File: config.mk
export PLATFORM = sky130hd
export DESIGN_NAME = hostq_bridge
export DESIGN_NICKNAME = d
export VERILOG_FILES = /design/src/rtl/hqb_pkg.sv /design/src/rtl/hqb_sync.sv /design/src/rtl/hqb_decode.sv /design/src/rtl/hqb_stage.sv /design/src/rtl/hqb_regbank.sv /design/src/rtl/hostq_bridge.sv
export SDC_FILE = /design/constraint.sdc
export NUM_CORES = 1
export LEC_CHECK = 0
export BUFFER_PORTS_ARGS = -buffer_cell sky130_fd_sc_hd__buf_2
export CAP_MARGIN = 20
export CORE_MARGIN = 2
export CORE_UTILIZATION = 55
export CTS_CLUSTER_DIAMETER = 80
export CTS_CLUSTER_SIZE = 30
export DETAILED_ROUTE_END_ITERATION = 16
export PLACE_DENSITY = 0.72
export SLEW_MARGIN = 30
export SYNTH_ARGS = -nofsm -noshare
export SYNTH_HDL_FRONTEND = slang
export SYNTH_SLANG_ARGS = --single-unit
File: constraint.sdc
create_clock -name clk -period 18.39 [get_ports clk]
set_input_delay 1.839 -clock clk [delete_from_list [all_inputs] [get_ports clk]]
set_output_delay 1.839 -clock clk [all_outputs]
set_load 0.005 [all_outputs]
File: src/rtl/hqb_pkg.sv
package hqb_pkg;

  typedef logic [31:0] quad_t;

  // Replace one host lane of a quadlet, big-endian lane order.
  function automatic quad_t lane_merge(quad_t q, logic wide, logic [1:0] lane,
                                       logic [15:0] d);
    quad_t r;
    int    b;
    r = q;
    b = 3 - int'(lane);
    if (wide) begin
      if (lane[1]) r[15:0]  = d;
      else         r[31:16] = d;
    end else begin
      r[b*8 +: 8] = d[7:0];
    end
    return r;
  endfunction

  // Extract one host lane of a quadlet; upper byte is zero in 8-bit mode.
  function automatic logic [15:0] lane_pick(quad_t q, logic wide, logic [1:0] lane);
    logic [15:0] r;
    int          b;
    b = 3 - int'(lane);
    if (wide) r = lane[1] ? q[15:0] : q[31:16];
    else      r = {8'h00, q[b*8 +: 8]};
    return r;
  endfunction

endpackage

File: src/rtl/hqb_sync.sv
module hqb_sync #(
  parameter int           W       = 4,
  parameter logic [W-1:0] RST_VAL = '1
) (
  input  logic         clk,
  input  logic         rst_n,
  input  logic [W-1:0] d,
  output logic [W-1:0] q
);

  logic [W-1:0] s1_q;
  logic [W-1:0] s2_q;

  always_ff @(posedge clk or negedge rst_n) begin
    if (!rst_n) begin
      s1_q <= RST_VAL;
      s2_q <= RST_VAL;
    end else begin
      s1_q <= d;
      s2_q <= s1_q;
    end
  end

  assign q = s2_q;

endmodule

File: src/rtl/hqb_decode.sv
module hqb_decode #(
  parameter int AW = 8
) (
  input  logic          clk,
  input  logic          rst_n,
  input  logic          cs_s,
  input  logic          wr_s,
  input  logic          rd_s,
  input  logic          ale_s,
  input  logic          mux,
  input  logic [AW-1:0] addr_lo,
  input  logic [AW-1:0] din_lo,
  input  logic          a8,
  output logic          wr_go,
  output logic          store_go,
  output logic          fetch_go,
  output logic [AW-1:0] eff_addr
);

  logic          wr_act, rd_act;
  logic          wr_prev_q, rd_prev_q;
  logic          rd_go;
  logic [AW-1:0] al_q, al_d;

  // Write wins when both strobes are low.
  always_comb begin
    wr_act = !cs_s && !wr_s;
    rd_act = !cs_s && !rd_s && wr_s;
    wr_go  = wr_act && !wr_prev_q;
    rd_go  = rd_act && !rd_prev_q;
    store_go = wr_go && a8;
    fetch_go = rd_go && a8;
  end

  // Transparent address latch, enabled by the synchronized ALE.
  always_comb begin
    al_d = al_q;
    if (ale_s) al_d = din_lo;
  end

  always_ff @(posedge clk or negedge rst_n) begin
    if (!rst_n) begin
      wr_prev_q <= 1'b0;
      rd_prev_q <= 1'b0;
      al_q      <= '0;
    end else begin
      wr_prev_q <= wr_act;
      rd_prev_q <= rd_act;
      al_q      <= al_d;
    end
  end

  assign eff_addr = mux ? al_q : addr_lo;

endmodule

File: src/rtl/hqb_stage.sv
module hqb_stage
  import hqb_pkg::*;
(
  input  logic        clk,
  input  logic        rst_n,
  input  logic        wide,
  input  logic [1:0]  lane,
  input  logic [15:0] din,
  input  logic        wr_go,
  input  logic        fetch_go,
  input  quad_t       bank_rdata,
  output quad_t       wr_merge,
  output quad_t       wr_stage,
  output quad_t       rd_stage,
  output logic [15:0] dout
);

  quad_t wr_q, wr_d, rd_q, rd_d;

  always_comb begin
    wr_merge = lane_merge(wr_q, wide, lane, din);
    wr_d     = wr_go ? wr_merge : wr_q;
    rd_d     = fetch_go ? bank_rdata : rd_q;
  end

  always_ff @(posedge clk or negedge rst_n) begin
    if (!rst_n) begin
      wr_q <= '0;
      rd_q <= '0;
    end else begin
      wr_q <= wr_d;
      rd_q <= rd_d;
    end
  end

  assign wr_stage = wr_q;
  assign rd_stage = rd_q;
  assign dout     = lane_pick(rd_q, wide, lane);

endmodule

File: src/rtl/hqb_regbank.sv
module hqb_regbank
  import hqb_pkg::*;
#(
  parameter int NUM_REGS = 8,
  parameter int IRQ_W    = 8,
  parameter int IDX_W    = $clog2(NUM_REGS)
) (
  input  logic             clk,
  input  logic             rst_n,
  input  logic             we,
  input  logic [IDX_W-1:0] idx,
  input  quad_t            wdata,
  input  logic [IRQ_W-1:0] irq_set,
  output quad_t            rdata,
  output logic             irq_pend
);

  quad_t rd_vec [NUM_REGS];

  for (genvar i = 0; i < NUM_REGS; i++) begin : g_reg
    if (i == 0) begin : g_stat
      // Sticky flags: hardware set wins over host write-one-to-clear.
      logic [IRQ_W-1:0] st_q, st_d;
      always_comb begin
        st_d = st_q;
        if (we && idx == IDX_W'(i)) st_d = st_q & ~wdata[IRQ_W-1:0];
        st_d = st_d | irq_set;
      end
      always_ff @(posedge clk or negedge rst_n) begin
        if (!rst_n) st_q <= '0;
        else        st_q <= st_d;
      end
      assign rd_vec[i] = {{(32-IRQ_W){1'b0}}, st_q};
      assign irq_pend  = |st_q;
    end else begin : g_rw
      quad_t q, d;
      always_comb begin
        d = q;
        if (we && idx == IDX_W'(i)) d = wdata;
      end
      always_ff @(posedge clk or negedge rst_n) begin
        if (!rst_n) q <= '0;
        else        q <= d;
      end
      assign rd_vec[i] = q;
    end
  end

  assign rdata = rd_vec[idx];

endmodule

File: src/rtl/hostq_bridge.sv
module hostq_bridge
  import hqb_pkg::*;
#(
  parameter int NUM_REGS = 8,
  parameter int WAIT_CYC = 2,
  parameter int IRQ_W    = 8
) (
  input  logic             clk,
  input  logic             rst_n,
  input  logic             mode_wide,
  input  logic             mode_mux,
  input  logic             cs_n,
  input  logic             wr_n,
  input  logic             rd_n,
  input  logic             ale,
  input  logic [7:0]       addr_lo,
  input  logic             ctl_a8,
  input  logic [7:0]       din_lo,
  input  logic [7:0]       din_hi,
  output logic [7:0]       dout_lo,
  output logic [7:0]       dout_hi,
  output logic             wait_o,
  input  logic [IRQ_W-1:0] irq_set,
  output logic             irq_n
);

  localparam int AW    = 8;
  localparam int IDX_W = $clog2(NUM_REGS);
  localparam int WC_W  = $clog2(WAIT_CYC + 1);

  // Reset: asynchronous assertion, synchronous release.
  logic rst_q1, rst_int_n;
  always_ff @(posedge clk or negedge rst_n) begin
    if (!rst_n) begin
      rst_q1    <= 1'b0;
      rst_int_n <= 1'b0;
    end else begin
      rst_q1    <= 1'b1;
      rst_int_n <= rst_q1;
    end
  end

  logic cs_s, wr_s, rd_s, ale_s;
  hqb_sync #(.W(4), .RST_VAL(4'b1110)) u_sync (
    .clk   (clk),
    .rst_n (rst_int_n),
    .d     ({cs_n, wr_n, rd_n, ale}),
    .q     ({cs_s, wr_s, rd_s, ale_s})
  );

  logic          wr_go, store_go, fetch_go;
  logic [AW-1:0] eff_addr;
  hqb_decode #(.AW(AW)) u_dec (
    .clk      (clk),
    .rst_n    (rst_int_n),
    .cs_s     (cs_s),
    .wr_s     (wr_s),
    .rd_s     (rd_s),
    .ale_s    (ale_s),
    .mux      (mode_mux),
    .addr_lo  (addr_lo),
    .din_lo   (din_lo),
    .a8       (ctl_a8),
    .wr_go    (wr_go),
    .store_go (store_go),
    .fetch_go (fetch_go),
    .eff_addr (eff_addr)
  );

  logic [IDX_W-1:0] reg_idx;
  logic [1:0]       lane;
  logic             unused_addr_bits;
  assign reg_idx          = eff_addr[IDX_W+1:2];
  assign lane             = eff_addr[1:0];
  assign unused_addr_bits = ^eff_addr;

  quad_t       bank_rdata, wr_merge, wr_stage, rd_stage;
  logic [15:0] dout;
  hqb_stage u_stage (
    .clk        (clk),
    .rst_n      (rst_int_n),
    .wide       (mode_wide),
    .lane       (lane),
    .din        ({din_hi, din_lo}),
    .wr_go      (wr_go),
    .fetch_go   (fetch_go),
    .bank_rdata (bank_rdata),
    .wr_merge   (wr_merge),
    .wr_stage   (wr_stage),
    .rd_stage   (rd_stage),
    .dout       (dout)
  );

  logic irq_pend;
  hqb_regbank #(.NUM_REGS(NUM_REGS), .IRQ_W(IRQ_W), .IDX_W(IDX_W)) u_bank (
    .clk      (clk),
    .rst_n    (rst_int_n),
    .we       (store_go),
    .idx      (reg_idx),
    .wdata    (wr_merge),
    .irq_set  (irq_set),
    .rdata    (bank_rdata),
    .irq_pend (irq_pend)
  );

  // Fixed busy window after each quadlet transfer.
  logic [WC_W-1:0] wcnt_q, wcnt_d;
  always_comb begin
    wcnt_d = wcnt_q;
    if (fetch_go || store_go) wcnt_d = WC_W'(WAIT_CYC);
    else if (wcnt_q != '0)    wcnt_d = wcnt_q - 1'b1;
  end

  always_ff @(posedge clk or negedge rst_int_n) begin
    if (!rst_int_n) wcnt_q <= '0;
    else            wcnt_q <= wcnt_d;
  end

  assign wait_o  = (wcnt_q != '0);
  assign dout_lo = dout[7:0];
  assign dout_hi = dout[15:8];
  assign irq_n   = ~irq_pend;

endmodule

### Yosys cells after proc, flatten, opt, wreduce, memory -nomap -nowiden

Cells that the tools add are included.

| operators by class | value |
|---|---|
| eq/ne operators | 7 |
| mux-type cells | 13 |
| shifts and indexed selects | 3 |
| add/subtract/negate cells | 3 |
| reduce and logical (&&, ||, !) cells | 25 |
| $lt $le $gt $ge | 1 |
| bitwise gates (word level) | 5 |

Operators with widths:

| operator | number |
|---|---|
| binary-select mux 32 bit (select 3 bit) | 1 |
| two-way mux 32 bit | 3 |
| two-way mux 16 bit | 4 |
| negation 6 -> 33 bit | 1 |
| variable shift 8 x 33 -> 32 bit (first input constant) | 1 |
| indexed part select 8 x 33 -> 32 bit | 1 |
| bitwise mux 32 bit | 1 |
| indexed part select 32 x 6 -> 8 bit | 1 |
| logical AND 1 bit | 15 |
| == test 3 bit (second input constant) | 4 |
| AND 8 bit | 1 |
| two-way mux 8 bit | 1 |
| NOT 8 bit | 1 |
| OR 8 bit | 1 |
| OR reduction 8 bit | 1 |
| == test 3 x 2 -> 1 bit (second input constant) | 2 |
| zero test 1 bit | 5 |
| two-way mux 5 bit | 1 |
| >= comparator 4 bit (second input constant) | 1 |
| two-way mux 2 bit | 2 |
| NOT 3 -> 4 bit | 1 |
| nonzero test 2 bit | 2 |
| == test 3 x 1 -> 1 bit (second input constant) | 1 |
| zero test 3 bit | 1 |
| other kinds (4) | 4 |

| word-level totals | value |
|---|---|
| output and inout bits | 18 |
| word-level logic and storage cells | 75 |
| register bits | 315 |
| input port bits | 41 |

### Longest topological paths before layout

| logic depth | value |
|---|---|
| word-level depth | 10 |
| mapped depth | 11 |
| gate-level depth less buffers | 8 |

### Modules after synthesis

From an unflattened synthesis, not the netlist that was laid out.

| unflattened totals | value |
|---|---|
| cells, all modules | 1212 |
| area total of the unflattened synthesis | 16085.4 µm² |

By module, submodules not included:

| module | seq. area each (µm²) | area an instance (µm²) | cells each | instances |
|---|---|---|---|---|
| hqb_regbank | 5805.6 | 10591.4 | 720 | 1 |
| hqb_stage | 1601.5 | 4626.9 | 436 | 1 |
| hqb_decode | 250.2 | 494.2 | 33 | 1 |
| hqb_sync | 207.7 | 207.7 | 8 | 1 |
| hostq_bridge | 100.1 | 165.2 | 15 | 1 |

### Worst setup path after synthesis

No wires, ideal clock.

| path | value |
|---|---|
| path kind | input to output |
| start point | in mode_mux |
| end point | out dout_lo[5] |
| setup slack | 13.364 ns |
| arrival time | 3.187 ns |
| stages on the path | 7 |
| buffers on the path | 2 |
| required time | 16.551 ns |
| cells stage by stage | buf_4 -> mux2_4 -> nor2_2 -> buf_4 -> nor2b_1 -> a211oi_1 -> a21oi_1 |

| between the ends | value |
|---|---|
| word-level cells in the longest chain between the ends | 4 |

Ends and longest elaborated chain:

| item | RTL line | source |
|---|---|---|
| from (decl) | hostq_bridge.sv:11 | `input logic mode_mux,` |
| two-way mux 5 bit (*) | hqb_decode.sv:53 | `assign eff_addr = mux ? al_q : addr_lo;` |
| subtractor 2 x 2 -> 3 bit | hqb_pkg.sv:25 | `b = 3 - int'(lane);` |
| indexed part select 32 x 6 -> 8 bit | hqb_pkg.sv:27 | `else r = {8'h00, q[b*8 +: 8]};` |
| two-way mux 16 bit (*) | hqb_pkg.sv:26 | `if (wide) r = lane[1] ? q[15:0] : q[31:16];` |
| to (decl) | hostq_bridge.sv:20 | `output logic [7:0] dout_lo,` |

Mark *: on every way between the ends. The rest lies on a longest branch, timed or not.

### Worst setup path in the final report

| path | value |
|---|---|
| start point | in mode_mux |
| end point | out dout_hi[6] |

| between the ends | value |
|---|---|
| word-level cells in the longest chain between the ends | 3 |

Ends and longest elaborated chain:

| item | RTL line | source |
|---|---|---|
| two-way mux 5 bit | hqb_decode.sv:53 |  |
| two-way mux 16 bit (2 in a row) | hqb_pkg.sv:26 |  |
| to (decl) | hostq_bridge.sv:21 | `output logic [7:0] dout_hi,` |

Every way passes these cells.

==> out/results.ini <==
[yosys]
syn_nets = 1671
synth-simple-area-share = 0.1465
synthMuxAreaShare = 0.03941
ys_seq_area_frac = 0.5210
ys_seq_elements = 315
synth-xor-area-share = 0.0005784
ys_types = 58
syn_avg_cell_area_um2 = 9.319
synth_adder_area_share = 0.004131
synth_edf_count = 0
synth_flop_cell = dfrtp_1
synth_area_um2 = 15140
ys_warn_count = 0
syn_inst = 1625
synth_compound_area_frac = 0.2474
async_flop_share = 1.000
synth_top_family_by_area = compound AO/OA/AOI/OAI gates

[sta]
rsz0062_at_grt = false
slew_violations = 0
clock.fmax_mhz = 163.7
finalSetupTns_ps = 0
maxSlewHeadroom = 0.4096
period_share = 0.3322
fin_worst_skew_ps = 29.53
worst_pin_slew_ps = 881.7
hold_violations = 0
fin_hold_ws_ps = 358.5
setup_viol = 0
fin_crit_ps = 6110

[drt]
drt_iter0_markers = 1201
drtAntennaViolNets = 0
drc = 0
drt_wl_total_um = 42660
via_per_inst = 6.354
dr.pass1.iters = 7
wl_per_cell_um = 21.89
vias = 12383

[layout]
drive_above_1_share = 0.1283
final_core_util = 0.5929
area_growth_pct = 5.809
final_cell_mix = nand2_1, dfrtp_1, o21ai_0
final_common_cell = nand2_1
nets = 1648
final_cells = 1949

[cts]
clk_pin_slew_ps = 100
cts_tree = built
clk_latency_ps = 520
cts_made_buffers = 15
post-cts-setup-buffers = 0
cts.sinks = 315
hold_buffers = 0
clk_path_buf_depth = 3
clockRootBuffer = clkbuf_16
h-tree-depth = 1
cts_resized = 0

[placement]
dp_hpwl_um = 25880
gp_congestion = 0.8221
placedCellCount = 1925
io_buffers = 55

[power]
p_per_area_nw_per_um2 = 108.7
ir_worst_vdd_v = 0.00007458
p_leak_uw = 0.006902

[setup_path]
critical_path_class = input port to primary output
required_ps = 16550
arrival_ps = 4270
crit_path_max_incr_delay_ps = 540
reg2reg_from = u_dec.al_q[2]
crit_slowest_cell = buf_4
reg2reg_depth = 8
crit_start = mode_mux
start_kind = input port
path_cells = buf_2 -> mux2i_4 -> buf_4 -> inv_1 -> buf_4 -> nand2_1 -> a21boi_0 -> buf_2
critical_path_peak_fanout = 58
worst_setup_path_end_kind = primary output

[grt]
antenna_found_initial = 4
grt_pass1_wl_um = 67390
overflow = 0
grt_pass1_vias = 11828
grt_max_degree = 177
grt_usage = 0.3019

[floorplanning]
chipHeight_um = 169.9
dieArea_um2 = 28880
start_util = 0.5603
core_area_um2 = 27030
placementRows = 60
io_pins = 59
die_w_um = 169.9

[worst_hold_path]
hp-class = flop to flop
whs_path_depth = 0
min-delay-start = u_sync.s1_q[0]

[run]
drv_cap = 0

[outcome]
status = finished clean

through the flow:
| step | area, um2 | power (uW) | setup WS, ps |
|---|---|---|---|
| after floorplan | 15140 | 1221 | 8971 |
| final | 16020 | 1741 | 12280 |
| after global placement | 15520 | 1330 | 12170 |
| after global routing | 16020 | 1842 | 12130 |
| after detailed placement | 15530 | 1351 | 12370 |
| after CTS | 15990 | 1743 | 12360 |
sequential cells by signal, indices dropped and copies added (netlist names), 2 cells and up:
register	cells
u_stage.wr_stage	32
u_stage.rd_stage	32
u_bank.g.g_rw.q	224
wcnt_q	2
u_sync.q	4
u_dec.al_q	5
u_bank.g.g_stat.st_q	8
u_sync.s1_q	4
report_power, final:
part           leakage [uW]  internal [uW]  total, uW  switching (uW)
logic               0.00264            151        375             224
clock network      0.000217            169        397             228
registers           0.00404            848        970             121
worst max-delay path, delay by kind of cell:
kind	cells	cell delay [ps]
compound gates	1	220
buf+inv	5	1780
mux	1	290
simple gates	1	110
logic make-up (layout without fill, tap and decap cells):
group / after synthesis / in the layout
compound gates: 602 / 602
xor+xnor: 1 / 1
fa+ha+maj: 5 / 5
buf+inv: 136 / 117
flops: 315 / 315
mux: 57 / 57
other cells: 1 / 3
simple gates: 508 / 508
layout make-up:
| type | instances | area (um2) |
|---|---|---|
| inverter | 12 | 47.55 |
| clock buffer | 15 | 375.4 |
| antenna | 2 | 5.005 |
| multi-input combinational | 1174 | 6663 |
| timing repair buffer | 84 | 529.3 |
| fill | 2391 | 11000 |
| sequential | 315 | 7895 |
| tap | 341 | 426.7 |
| clock inverter | 6 | 81.33 |
metal layers:
| metal | vias up | wire, um | GRT usage |
|---|---|---|---|
| met4 | 4 | 1452 | 0.1033 |
| met5 | - | 27 | 0 |
| met3 | 105 | 3878 | 0.06977 |
| li1 | 5766 | - | - |
| met1 | 6052 | 17700 | 0.4072 |
| met2 | 456 | 19600 | 0.4839 |
path summary, 6_finish.rpt:
kind / slack, ps / endpoint
worst max-delay path: 12280 / dout_hi[6]
worst min-delay path: 360 / u_sync.q[0]
worst max register to register: 14840 / u_bank.g_reg[7].g_rw.q[14]
worst min register to register: 360 / u_sync.q[0]
max in group asynchronous: 16590 / u_bank.g_reg[7].g_rw.q[21]
min in group asynchronous: 390 / u_stage.wr_stage[4]
cell usage after synthesis, types with 5 or more instances:
cell type  instances  area share
nor3_4             5      0.0054
o21ai_0          208       0.069
or2_2              7      0.0029
a22oi_1           25       0.012
a22o_1            25       0.014
inv_1             10      0.0025
clkbuf_1          74       0.018
nor3b_1           25       0.012
o211ai_1           9      0.0045
a311oi_1           8      0.0046
nand2_1          375       0.093
nor2_1            58       0.014
a31oi_1           10      0.0041
buf_2             32       0.011
buf_4              9      0.0045
o31a_1             7      0.0040
and3_1            10      0.0041
a211oi_1          16      0.0079
a21boi_0           8      0.0040
a222oi_1          11      0.0073
buf_1              5      0.0012
a221oi_1          36       0.021
dfstp_2            6       0.010
mux2_2            13      0.0097
mux2i_1           42       0.028
o21ai_1           66       0.022
a21oi_1          106       0.035
dfrtp_1          309        0.51
ha_1               5      0.0041
a31o_2            44       0.025
o22ai_1           15      0.0062
Power figures use the tool's default switching activity.
